### config.mk
export PLATFORM = sky130hd
export DESIGN_NAME = extint_sense
export DESIGN_NICKNAME = d
export VERILOG_FILES = /design/src/rtl/extint_pkg.sv /design/src/rtl/extint_sync.sv /design/src/rtl/extint_line.sv /design/src/rtl/extint_regs.sv /design/src/rtl/extint_sense.sv
export SDC_FILE = /design/constraint.sdc
export NUM_CORES = 1
export LEC_CHECK = 0
export ABC_AREA = 1
export BUFFER_PORTS_ARGS = -buffer_cell sky130_fd_sc_hd__buf_2
export CORE_MARGIN = 2
export CORE_UTILIZATION = 50
export DETAILED_ROUTE_END_ITERATION = 8
export GPL_TIMING_DRIVEN = 1
export PLACE_DENSITY = 0.73
export SLEW_MARGIN = 0
export SYNTH_ARGS = -nofsm -noshare
export SYNTH_HDL_FRONTEND = slang
export SYNTH_SLANG_ARGS = --single-unit
### constraint.sdc
create_clock -name clk -period 4.2 [get_ports clk]
set_clock_uncertainty 0.2 [all_clocks]
set_input_delay 0.42 -clock clk [delete_from_list [all_inputs] [get_ports clk]]
set_output_delay 0.42 -clock clk [all_outputs]
set_load 0.1 [all_outputs]
### src/rtl/extint_pkg.sv
package extint_pkg;

    localparam int REG_W         = 8;
    localparam int ADDR_W        = 2;
    localparam int LINES_PER_REG = REG_W / 2;

    typedef enum logic [1:0] {
        SENSE_LOW  = 2'b00,
        SENSE_ANY  = 2'b01,
        SENSE_FALL = 2'b10,
        SENSE_RISE = 2'b11
    } sense_e;

    typedef enum logic [ADDR_W-1:0] {
        ADR_SENSE_A = 2'd0,
        ADR_SENSE_B = 2'd1,
        ADR_ENABLE  = 2'd2,
        ADR_PENDING = 2'd3
    } reg_addr_e;

    typedef struct packed {
        logic cur;
        logic prev;
    } samp_t;

    typedef struct packed {
        logic pending;
        logic level_req;
    } line_stat_t;

    // Condition whose rise marks an event in the single-edge modes.
    function automatic logic active_term(sense_e mode, logic s);
        case (mode)
            SENSE_RISE: return s;
            SENSE_ANY:  return s;
            default:    return ~s;
        endcase
    endfunction

endpackage

### src/rtl/extint_sync.sv
module extint_sync
    import extint_pkg::*;
#(
    parameter int   W       = 8,
    parameter logic IDLE_LV = 1'b1
) (
    input  logic         clk,
    input  logic         rst,
    input  logic [W-1:0] din,
    output samp_t        samp [W]
);
    logic [W-1:0] meta_q, cur_q, prev_q;

    always_ff @(posedge clk) begin
        if (rst) begin
            meta_q <= {W{IDLE_LV}};
            cur_q  <= {W{IDLE_LV}};
            prev_q <= {W{IDLE_LV}};
        end else begin
            meta_q <= din;
            cur_q  <= meta_q;
            prev_q <= cur_q;
        end
    end

    for (genvar i = 0; i < W; i++) begin : g_out
        assign samp[i] = '{cur: cur_q[i], prev: prev_q[i]};
    end
endmodule

### src/rtl/extint_line.sv
module extint_line
    import extint_pkg::*;
(
    input  logic       clk,
    input  logic       rst,
    input  sense_e     mode,
    input  samp_t      samp,
    input  logic       clr_i,
    input  logic       ack_i,
    output line_stat_t stat
);
    logic act_now, act_q, hit, pend_q;

    assign act_now = active_term(mode, samp.cur);
    assign hit     = (mode == SENSE_ANY) ? (samp.cur ^ samp.prev)
                                         : (act_now & ~act_q);

    always_ff @(posedge clk) begin
        if (rst) begin
            act_q  <= 1'b0;
            pend_q <= 1'b0;
        end else begin
            act_q <= act_now;
            if (mode == SENSE_LOW)    pend_q <= 1'b0;
            else if (hit)             pend_q <= 1'b1;
            else if (clr_i || ack_i)  pend_q <= 1'b0;
        end
    end

    assign stat = '{pending: pend_q, level_req: (mode == SENSE_LOW) & ~samp.cur};

    AST_LOW_NO_PEND: assert property (@(posedge clk) disable iff (rst)
        (mode == SENSE_LOW) |=> !pend_q);
    AST_SET_WINS: assert property (@(posedge clk) disable iff (rst)
        (hit && mode != SENSE_LOW) |=> pend_q);
    AST_SET_CAUSE: assert property (@(posedge clk) disable iff (rst)
        $rose(pend_q) |-> $past(hit));
    AST_CLR_CAUSE: assert property (@(posedge clk) disable iff (rst)
        $fell(pend_q) |-> $past(clr_i || ack_i || mode == SENSE_LOW));
endmodule

### src/rtl/extint_regs.sv
module extint_regs
    import extint_pkg::*;
#(
    parameter int N_LINES = 8
) (
    input  logic               clk,
    input  logic               rst,
    input  logic [ADDR_W-1:0]  addr_i,
    input  logic [REG_W-1:0]   wdata_i,
    input  logic               we_i,
    input  logic [N_LINES-1:0] pend_i,
    output sense_e             mode_o [N_LINES],
    output logic [N_LINES-1:0] enable_o,
    output logic [N_LINES-1:0] w1c_o,
    output logic [REG_W-1:0]   rdata_o
);
    logic [1:0]         sense_q [N_LINES];
    logic [N_LINES-1:0] enable_q;
    logic [REG_W-1:0]   rd_sa, rd_sb, rd_en, rd_pd, rd_mux;

    for (genvar n = 0; n < N_LINES; n++) begin : g_sense
        localparam int BANK = n / LINES_PER_REG;
        localparam int SLOT = n % LINES_PER_REG;
        always_ff @(posedge clk) begin
            if (rst)
                sense_q[n] <= 2'b00;
            else if (we_i && addr_i == ADDR_W'(BANK))
                sense_q[n] <= wdata_i[2*SLOT +: 2];
        end
        assign mode_o[n] = sense_e'(sense_q[n]);
    end

    always_ff @(posedge clk) begin
        if (rst)
            enable_q <= '0;
        else if (we_i && reg_addr_e'(addr_i) == ADR_ENABLE)
            enable_q <= wdata_i[N_LINES-1:0];
    end

    assign enable_o = enable_q;
    assign w1c_o    = (we_i && reg_addr_e'(addr_i) == ADR_PENDING)
                      ? wdata_i[N_LINES-1:0] : '0;

    always_comb begin
        rd_sa = '0;
        rd_sb = '0;
        rd_en = '0;
        rd_pd = '0;
        for (int n = 0; n < N_LINES; n++) begin
            if (n < LINES_PER_REG) rd_sa[2*n +: 2] = sense_q[n];
            else                   rd_sb[2*(n-LINES_PER_REG) +: 2] = sense_q[n];
            rd_en[n] = enable_q[n];
            rd_pd[n] = pend_i[n];
        end
        case (reg_addr_e'(addr_i))
            ADR_SENSE_A: rd_mux = rd_sa;
            ADR_SENSE_B: rd_mux = rd_sb;
            ADR_ENABLE:  rd_mux = rd_en;
            default:     rd_mux = rd_pd;
        endcase
    end

    always_ff @(posedge clk) begin
        if (rst) rdata_o <= '0;
        else     rdata_o <= rd_mux;
    end
endmodule

### src/rtl/extint_sense.sv
module extint_sense
    import extint_pkg::*;
#(
    parameter int N_LINES = 8
) (
    input  logic               clk,
    input  logic               rst,
    input  logic [N_LINES-1:0] pin_in,
    input  logic               gie,
    input  logic [N_LINES-1:0] ack,
    input  logic [1:0]         bus_addr,
    input  logic [7:0]         bus_wdata,
    input  logic               bus_we,
    output logic [7:0]         bus_rdata,
    output logic [N_LINES-1:0] irq
);
    samp_t              samp   [N_LINES];
    sense_e             mode   [N_LINES];
    line_stat_t         stat   [N_LINES];
    logic [N_LINES-1:0] enable, w1c, pend, src;

    extint_sync #(.W(N_LINES), .IDLE_LV(1'b1)) u_sync (
        .clk  (clk),
        .rst  (rst),
        .din  (pin_in),
        .samp (samp)
    );

    extint_regs #(.N_LINES(N_LINES)) u_regs (
        .clk      (clk),
        .rst      (rst),
        .addr_i   (bus_addr),
        .wdata_i  (bus_wdata),
        .we_i     (bus_we),
        .pend_i   (pend),
        .mode_o   (mode),
        .enable_o (enable),
        .w1c_o    (w1c),
        .rdata_o  (bus_rdata)
    );

    for (genvar i = 0; i < N_LINES; i++) begin : g_line
        extint_line u_line (
            .clk   (clk),
            .rst   (rst),
            .mode  (mode[i]),
            .samp  (samp[i]),
            .clr_i (w1c[i]),
            .ack_i (ack[i]),
            .stat  (stat[i])
        );
        assign pend[i] = stat[i].pending;
        assign src[i]  = stat[i].pending | stat[i].level_req;
    end

    assign irq = {N_LINES{gie}} & enable & src;
endmodule

==> flow_metrics.env, run 1 <==
export IMPL_status="finished clean"
export IMPL_synth_edf_count=16
export IMPL_numClockSinks=72
export IMPL_layout_drive_gt1_share_pct=17.5
export IMPL_die_h_um=83.6
export IMPL_worstPathArrival_ns=1.74
export IMPL_antenna_found_initial=0
export IMPL_p_leak_nw=1.86
export IMPL_num_antenna_cells=0
export IMPL_ys_flop_type="dfxtp_1"
export IMPL_finalCriticalPeriod_ns=2.36
export IMPL_reg2reg_depth=7
export IMPL_dieArea_um2=7000
export IMPL_p_per_area_nw_per_um2=406
export IMPL_regToRegSetupSlack_ns=2.97
export IMPL_cts_tree="built"
export IMPL_start_kind="register"
export IMPL_period_share_pct=56.1
export IMPL_p_switching_w=0.000420
export IMPL_peakVddDrop_v=0.000166
export IMPL_hold_buffers=0
export IMPL_critPathLaunch="u_regs.sense_q[1][4]"
export IMPL_sw_frac_of_total_pct=28.8
export IMPL_grt_pass1_vias=2522
export IMPL_finalMaxSlewViolations=0
export IMPL_finalSetupViolations=0
export IMPL_syn_nets=455
export IMPL_grt_overflow=0
export IMPL_syn_area_per_cell_um2=7.46
export IMPL_critPathCapture="irq[6]"
export IMPL_cts_resized=0
export IMPL_power_share_sequential_pct=53.3
export IMPL_crit_required_ns=3.58
export IMPL_intPower_w=0.00104
export IMPL_grt_usage_pct=20.8
export IMPL_tns_ns=0
export IMPL_combPwrFrac_pct=13.9
export IMPL_multiInputGateArea_um2=1210
export IMPL_routabilityCongestion=0.866
export IMPL_cts_clk_slew_worst_paths_ns=0.08
export IMPL_syn_cell_area_um2=3170
export IMPL_max_cap_violations=0
export IMPL_grt_max_degree=42
export IMPL_clock_root_buffer="clkbuf_8"
export IMPL_via_count=2762
export IMPL_drcViolationCount=0
export IMPL_seq_area_frac_synth_pct=50.5
export IMPL_final_antenna_net_count=0
export IMPL_wirelength_um=6830
export IMPL_worstSetupPathType="register to primary output"
export IMPL_synth_top_family_by_area="simple AND/OR/NAND/NOR gates"
export IMPL_path_max_fanout=4
export IMPL_synth_fa_ha_area_share_pct=0
export IMPL_synth_xor_area_share_pct=0
export IMPL_rows=29
export IMPL_core_area_um2=6240
export IMPL_fin_util_pct=57.5
export IMPL_cts_setup_buffers=0
export IMPL_hold_viol=0
export IMPL_clock_path_buffers=2
export IMPL_synthMuxAreaShare_pct=0
export IMPL_drt_initial_drc_count=154
export IMPL_area_growth_pct=13.1
export IMPL_yosysUniqueCellTypes=22
export IMPL_numPortBuffers=45
export IMPL_r2r_end="g_line[5].u_line.pend_q"
export IMPL_die_w_um=83.6
export IMPL_firstDrtPassIters=4
export IMPL_timing_slew_headroom_pct=53.7
export IMPL_start_util_pct=50.8
export IMPL_insertion_delay_ns=0.35
export IMPL_async_flop_share_pct=0
export IMPL_critPathCaptureType="primary output"
export IMPL_cts_made_buffers=9
export IMPL_worst_slew_pin_slew_ns=0.695
export IMPL_yosysWarnings=0
export IMPL_max_freq_ghz=0.424
export IMPL_netlist_instances=425
export IMPL_grt_pass1_wl_um=11300
export IMPL_synth_seq_cells=72
export IMPL_r2r_start="u_regs.sense_q[1][2]"
export IMPL_regArea_um2=1600
export IMPL_synth_compound_area_share_pct=9.43
export IMPL_min_path_type="primary input to register"
export IMPL_cts_max_level=3
export IMPL_synth_simple_area_share_pct=28.7
export IMPL_grt_setup_unrepaired="no"
export IMPL_viasPerCell=5.01
export IMPL_pwr_share_clk_pct=32.8
export IMPL_ios=46
export IMPL_wire_per_inst_um=12.4
export IMPL_dpl_hpwl_um=4760
export IMPL_fillers=612
export IMPL_fin_nets=499
flip-flops by register name, indices dropped and copies added (netlist names):
register	count
g_line.u_line.pend_q	8
u_sync.meta_q	8
g_line.u_line.act_q	8
u_sync.cur_q	8
u_regs.sense_q	16
u_regs.rdata_o	8
u_regs.enable_o	8
u_sync.prev_q	8
synthesized netlist by cell type (2+ instances only):
| master | count | share of area (%) |
|---|---|---|
| dfxtp_1 | 56 | 35 |
| or2_2 | 16 | 3.2 |
| a31oi_1 | 3 | 0.59 |
| nor2_1 | 42 | 5.0 |
| a21oi_1 | 40 | 6.3 |
| inv_1 | 75 | 8.9 |
| nand2_1 | 101 | 12 |
| clkbuf_1 | 5 | 0.59 |
| nor2_4 | 2 | 0.71 |
| edfxtp_1 | 16 | 15 |
| inv_2 | 2 | 0.24 |
| buf_6 | 3 | 1.1 |
| nand4_1 | 8 | 1.6 |
| buf_2 | 4 | 0.63 |
| o21ai_1 | 2 | 0.32 |
| o21ai_0 | 14 | 2.2 |
| nor3_1 | 8 | 1.3 |
| nand3_1 | 24 | 3.8 |
power groups by stage:
stage | Clock [W] | Sequential (W) | Combinational (W)
2_1_floorplan | 0 | 0.000825 | 0.000118
3_3_place_gp | 0 | 0.000791 | 0.000198
3_5_place_dp | 0 | 0.000791 | 0.000203
4_1_cts | 0.000489 | 0.000775 | 0.000204
5_1_grt | 0.000516 | 0.000781 | 0.000227
6_report | 0.000477 | 0.000776 | 0.000203
metal layers:
| metal | track usage [%] | wire [µm] | vias up |
|---|---|---|---|
| li1 | - | - | 1413 |
| met2 | 32.7 | 3110 | 94 |
| met4 | 13.8 | 218 | 0 |
| met5 | 0 | 0 | - |
| met3 | 3.76 | 515 | 19 |
| met1 | 26.0 | 2990 | 1236 |
layout make-up:
class | instances | share of cell area [%]
sequential | 72 | 44.7
multi-input combinational | 264 | 33.7
inverter | 77 | 8.06
timing repair buffer | 45 | 6.28
clock buffer | 12 | 4.05
tap | 77 | 2.69
clock inverter | 4 | 0.558
critical path, stage by stage, from the launching register on:
cell and delay (ns):
edfxtp_1 0.46, inv_1 0.14, a31oi_1 0.11, nor3_1 0.20, buf_2 0.47
logic make-up after synthesis:
logic type / after synthesis
buffers and inverters: 89
flip-flops: 72
AO/OA/AOI/OAI: 59
AND/OR/NAND/NOR: 205
stage by stage:
step | instances | hold slack [ns] | total power [W] | instance area, µm² | worst slack [ns]
2_1_floorplan | 425 | 0.189 | 0.000942 | 3170 | 0.932
3_3_place_gp | 535 | 0.192 | 0.000989 | 3420 | 1.80
3_5_place_dp | 535 | 0.193 | 0.000993 | 3420 | 1.73
4_1_cts | 551 | 0.0382 | 0.00147 | 3590 | 1.85
5_1_grt | 551 | 0.0393 | 0.00152 | 3590 | 1.73
6_report | 551 | 0.0532 | 0.00146 | 3590 | 1.84
cells in the final DEF, fill, tap and decap left out:
| cell type | count |
|---|---|
| nand2_1 | 101 |
| inv_1 | 75 |
| dfxtp_1 | 56 |
| buf_2 | 45 |
| nor2_1 | 42 |
| a21oi_1 | 40 |
| nand3_1 | 24 |
| or2_2 | 16 |
| edfxtp_1 | 16 |
| o21ai_0 | 14 |
| clkbuf_8 | 10 |
| nor3_1 | 8 |
| nand4_1 | 8 |
| clkinv_2 | 4 |
| a31oi_1 | 3 |
| inv_2 | 2 |
| nor2_4 | 2 |
| o21ai_1 | 2 |
| clkbuf_1 | 2 |
| nor2_2 | 1 |
| nand2_2 | 1 |
| nand3_4 | 1 |
| nand3_2 | 1 |
worst min path at each step:
| stage | cells past startpoint | slack (ns) | startpoint | endpoint |
|---|---|---|---|---|
| 2_1_floorplan | 1 | 0.19 | u_sync.meta_q[0] | u_sync.cur_q[0] |
| 3_3_place_gp | 1 | 0.19 | u_sync.meta_q[3] | u_sync.cur_q[3] |
| 3_5_place_dp | 1 | 0.19 | u_sync.meta_q[4] | u_sync.cur_q[4] |
| 4_1_cts | 2 | 0.04 | pin_in[6] | u_sync.meta_q[6] |
| 5_1_grt | 2 | 0.04 | pin_in[6] | u_sync.meta_q[6] |
| 6_report | 2 | 0.05 | pin_in[4] | u_sync.meta_q[4] |
Power figures use the tool's default switching activity.
==> inputs of run 2 (changes only) <==
PLACE_DENSITY = 0.76   (was 0.73)
clock period = 1.9 ns   (was 4.2 ns; I/O delays follow)
==> run 2 against run 1 <==
First-iteration DRC count grew 58%. Largest cell class unchanged. Sequential power grew 120%. Via count grew 10%. Die area is the same. The flow now finishes with violations (negative setup slack). Clock power grew to 2.8 times the previous value. Sequential share of layout area shrank 7.3 points. Combinational power grew to 2.9 times the previous value. Non-clock buffer count grew 44. Utilization grew 11 points. Global-route usage grew 1.3 points. Largest power group unchanged. Register-to-register slack lost 2.4 ns. Highest routed layer unchanged.
==> flow_metrics.env, run 2 (synthesized netlist as in run 1, its figures left out) <==
export IMPL_r2r_start="u_regs.sense_q[1][0]"
export IMPL_multiInputGateArea_um2=1350
export IMPL_finalCriticalPeriod_ns=1.91
export IMPL_hold_viol=0
export IMPL_wirelength_um=7940
export IMPL_start_util_pct=50.8
export IMPL_p_switching_w=0.00100
export IMPL_postPlaceCellArea_um2=3650
export IMPL_holdPathStages=4
export IMPL_start_kind="register"
export IMPL_regArea_um2=1600
export IMPL_hold_end="u_regs.enable_o[0]"
export IMPL_intPower_w=0.00263
export IMPL_hold_slack_ns=0.0428
export IMPL_core_area_um2=6240
export IMPL_crit_required_ns=1.51
export IMPL_dpl_hpwl_um=5060
export IMPL_p_leak_nw=2.16
export IMPL_area_growth_pct=35.3
export IMPL_final_antenna_net_count=0
export IMPL_numPortBuffers=45
export IMPL_grt_pass1_vias=2683
export IMPL_rows=29
export IMPL_die_w_um=83.6
export IMPL_layout_drive_gt1_share_pct=23.7
export IMPL_power_share_sequential_pct=47.3
export IMPL_final_common_cell="nand2_1"
export IMPL_insertion_delay_ns=0.35
export IMPL_fillers=495
export IMPL_numClockSinks=72
export IMPL_status="finished with violations"
export IMPL_antenna_found_initial=0
export IMPL_peakVddDrop_v=0.000495
export IMPL_reg2reg_depth=5
export IMPL_grt_max_degree=41
export IMPL_period_share_pct=100
export IMPL_clock_root_buffer="clkbuf_8"
export IMPL_dieArea_um2=7000
export IMPL_fin_nets=543
export IMPL_grt_pass1_wl_um=12100
export IMPL_worstPathArrival_ns=1.52
export IMPL_power_w=0.00363
export IMPL_max_freq_ghz=0.525
export IMPL_die_h_um=83.6
export IMPL_max_cap_violations=0
export IMPL_fin_ws_ns=-0.00643
export IMPL_regMostFlops="u_regs.sense_q"
export IMPL_firstDrtPassIters=6
export IMPL_hp_start="rst"
export IMPL_finalSetupViolations=1
export IMPL_finalMaxSlewViolations=0
export IMPL_ios=46
export IMPL_wire_per_inst_um=13.3
export IMPL_design_area_um2=4290
export IMPL_worst_slew_pin_slew_ns=0.902
export IMPL_cts_tree="built"
export IMPL_grt_overflow=0
export IMPL_largest_register_ffs=16
export IMPL_r2r_end="u_regs.rdata_o[0]"
export IMPL_finalNonFillerCells=595
export IMPL_pwr_share_clk_pct=36.7
export IMPL_drcViolationCount=0
export IMPL_p_per_area_nw_per_um2=846
export IMPL_sw_frac_of_total_pct=27.6
export IMPL_cts_clk_slew_worst_paths_ns=0.08
export IMPL_grt_setup_unrepaired="yes"
export IMPL_min_path_type="primary input to register"
export IMPL_drt_initial_drc_count=244
export IMPL_grt_usage_pct=22.1
export IMPL_clock_path_buffers=2
export IMPL_cts_max_level=3
export IMPL_place_inst=538
export IMPL_critPathCaptureType="primary output"
export IMPL_worstSetupPathType="register to primary output"
export IMPL_regToRegSetupSlack_ns=0.55
export IMPL_cts_made_buffers=9
export IMPL_final_cell_mix="nand2_1, inv_1, dfxtp_1, a21oi_1"
export IMPL_combPwrFrac_pct=16.0
export IMPL_num_antenna_cells=0
export IMPL_routabilityCongestion=0.804
export IMPL_path_max_fanout=4
export IMPL_tns_ns=-0.00643
export IMPL_via_count=3044
export IMPL_timing_slew_headroom_pct=39.8
export IMPL_viasPerCell=5.12
export IMPL_violations="negative setup slack"
## run 2: area by class of cell
type,count,area share [%]
Sequential cell,72,37.3
Timing Repair Buffer,89,17.1
Clock inverter,4,1.08
Multi-Input combinational cell,264,31.3
Inverter,77,6.73
Tap cell,77,2.24
Clock buffer,12,4.14
## run 2: repair_timing
item	4_1_cts	5_1_grt
hold buffers	24	0
endpoints found under the hold margin	31	0
setup buffers	0	17
gates resized for setup	0	13
setup endpoints to repair	0	8
## run 2: worst max path at each step
stage | from | endpoint | slack [ns]
floorplan | u_regs.sense_q[0][0] | irq[0] | 0.11
global placement | gie | irq[5] | 0.27
detailed placement | bus_addr[0] | u_regs.sense_q[1][7] | 0.25
CTS | u_regs.sense_q[1][2] | irq[5] | 0.004
global route | u_regs.sense_q[1][2] | irq[5] | -0.05
finish | u_regs.sense_q[1][2] | irq[5] | -0.006
## run 2: power by group through the flow
stage / Sequential [W] / Clock, W / Combinational (W)
2_1_floorplan: 0.00182 / 0 / 0.000279
3_3_place_gp: 0.00175 / 0 / 0.000469
3_5_place_dp: 0.00175 / 0 / 0.000481
4_1_cts: 0.00171 / 0.00135 / 0.000521
5_1_grt: 0.00173 / 0.00141 / 0.000632
6_report: 0.00172 / 0.00133 / 0.000581
## run 2: metrics by stage
stage	util [%]	setup slack, ns
after floorplan	-	0.114
after global placement	58.5	0.266
after detailed placement	58.5	0.247
after CTS	66.0	0.00382
after global routing	68.8	-0.0491
final	68.8	-0.00643
## run 2: worst max-delay path, stage by stage (launching register included)
cell and delay, ns:
edfxtp_1 0.48, inv_2 0.14, a31oi_4 0.10, nor3_4 0.24
buf_12 0.21
## run 2: metal layers
| layer | global-route usage [%] | routed length [µm] |
|---|---|---|
| met3 | 4.15 | 513 |
| met2 | 37.5 | 4020 |
| met1 | 26.9 | 3200 |
| met4 | 10.7 | 215 |
| met5 | 0 | 0 |
==> inputs of run 3 (changes only) <==
RECOVER_POWER = 100   (was not set)
==> run 3 against run 2 <==
The flow still finishes with violations (negative setup slack). Worst setup slack got worse by 0.0049 ns. Clock power about the same. Wire length about the same. Sequential cell count unchanged. Die area unchanged. Sequential share of layout area about the same. Clock-buffer cell count unchanged. Critical path depth unchanged. Via count decreased by 1.1%. Utilization decreased by 0.080 points. Sequential power about the same.
==> flow_metrics.env, run 3 (synthesized netlist as in run 1, its figures left out) <==
export IMPL_numPortBuffers=45
export IMPL_hold_viol=0
export IMPL_worstSetupPathType="register to primary output"
export IMPL_ios=46
export IMPL_p_leak_nw=2.15
export IMPL_clock_root_buffer="clkbuf_8"
export IMPL_viasPerCell=5.06
export IMPL_numClockSinks=72
export IMPL_timing_slew_headroom_pct=40.2
export IMPL_drcViolationCount=0
export IMPL_grt_usage_pct=22.1
export IMPL_start_util_pct=50.8
export IMPL_grt_pass1_wl_um=12100
export IMPL_finalCriticalPeriod_ns=1.91
export IMPL_wirelength_um=7940
export IMPL_via_count=3011
export IMPL_clock_path_buffers=2
export IMPL_max_cap_violations=0
export IMPL_die_h_um=83.6
export IMPL_worst_slew_pin_slew_ns=0.896
export IMPL_dr_max_layer_used="met4"
export IMPL_grt_overflow=0
export IMPL_cts_tree="built"
export IMPL_crit_required_ns=1.51
export IMPL_max_freq_ghz=0.523
export IMPL_fin_ws_ns=-0.0113
export IMPL_final_cell_mix="nand2_1, inv_1, dfxtp_1, a21oi_1, nor2_1"
export IMPL_design_area_um2=4290
export IMPL_path_max_fanout=4
export IMPL_dieArea_um2=7000
export IMPL_period_share_pct=101
export IMPL_wl_met2_um=4030
export IMPL_dpl_hpwl_um=5060
export IMPL_finalNonFillerCells=595
export IMPL_grt_pass1_vias=2683
export IMPL_violations="negative setup slack"
export IMPL_area_growth_pct=35.1
export IMPL_num_antenna_cells=0
export IMPL_fin_util_pct=68.7
export IMPL_insertion_delay_ns=0.35
export IMPL_regMostFlops="u_regs.sense_q"
export IMPL_final_antenna_net_count=0
export IMPL_critPathCaptureType="primary output"
export IMPL_place_inst=538
export IMPL_drt_initial_drc_count=243
export IMPL_finalSetupViolations=1
export IMPL_grt_max_degree=41
export IMPL_p_per_area_nw_per_um2=847
export IMPL_final_common_cell="nand2_1"
export IMPL_rows=29
export IMPL_core_area_um2=6240
export IMPL_wl_met1_um=3300
export IMPL_finalMaxSlewViolations=0
export IMPL_largest_register_ffs=16
export IMPL_grt_setup_unrepaired="yes"
export IMPL_status="finished with violations"
export IMPL_layout_drive_gt1_share_pct=23.4
export IMPL_worstPathArrival_ns=1.52
export IMPL_postPlaceCellArea_um2=3650
export IMPL_cts_made_buffers=9
export IMPL_fin_nets=543
export IMPL_routabilityCongestion=0.804
export IMPL_die_w_um=83.6
export IMPL_tns_ns=-0.0113
export IMPL_cts_clk_slew_worst_paths_ns=0.08
export IMPL_firstDrtPassIters=6
export IMPL_antenna_found_initial=0
export IMPL_wire_per_inst_um=13.3
export IMPL_start_kind="register"
export IMPL_min_path_type="primary input to register"
export IMPL_cts_max_level=3
export IMPL_dr_wl_met3_um=428
export IMPL_peakVddDrop_v=0.000496
==> run 3: cell types whose count changed in the layout (fill, tap and decap cells not counted) <==
cell,previous run,this run
buf_4,20,19
buf_2,37,36
clkbuf_1,1,3
==> run 3: area by class of cell <==
| type | instances | area (µm²) |
|---|---|---|
| Tap cell | 77 | 96.3 |
| Fill cell | 498 | 1950 |
| Inverter | 77 | 289 |
| Timing Repair Buffer | 89 | 731 |
| Sequential cell | 72 | 1600 |
| Clock inverter | 4 | 46.3 |
| Clock buffer | 12 | 178 |
| Multi-Input combinational cell | 264 | 1350 |
==> run 3: timing repair <==
| item | CTS | global route |
|---|---|---|
| resized for setup | 0 | 13 |
| endpoints found under the hold margin | 31 | 0 |
| setup endpoints to repair | 0 | 8 |
| buffers inserted | 0 | 17 |
| hold buffers | 24 | 0 |
==> run 3: per-layer routing <==
metal | track usage (%) | vias to the layer above
met1 | 26.9 | 1390
met4 | 10.7 | 0
li1 | - | 1509
met5 | 0 | -
met3 | 4.15 | 20
met2 | 37.5 | 92
==> run 3: worst paths after layout <==
kind                            cells past startpoint                 end  slack [ns]                  from
worst max-delay path                                4              irq[5]       -0.01  u_regs.sense_q[1][2]
worst min-delay path                                4  u_regs.enable_o[0]        0.06                   rst
worst max register to register                      5   u_regs.rdata_o[0]        0.56  u_regs.sense_q[1][0]
worst min register to register                      1     u_sync.cur_q[5]        0.21      u_sync.meta_q[5]
==> run 3: through the flow <==
stage          setup slack (ns)  power [W]  hold slack (ns)
5_1_grt                 -0.0491    0.00376            0.145
3_3_place_gp              0.266    0.00221            0.173
6_report                -0.0113    0.00363           0.0590
3_5_place_dp              0.247    0.00223            0.175
4_1_cts                 0.00382    0.00359           0.0345
2_1_floorplan             0.114    0.00210           0.0938
==> run 3: critical path, stage by stage (launching register included) <==
cell and delay, ns:
edfxtp_1 0.48, inv_2 0.14, a31oi_4 0.10, nor3_4 0.24
buf_12 0.21
==> run 3: power breakdown <==
part | internal [W] | total [W] | leakage [nW] | switching [W]
registers | 0.00166 | 0.00172 | 0.619 | 0.0000612
logic | 0.000208 | 0.000580 | 1.42 | 0.000373
clock network | 0.000763 | 0.00133 | 0.117 | 0.000570
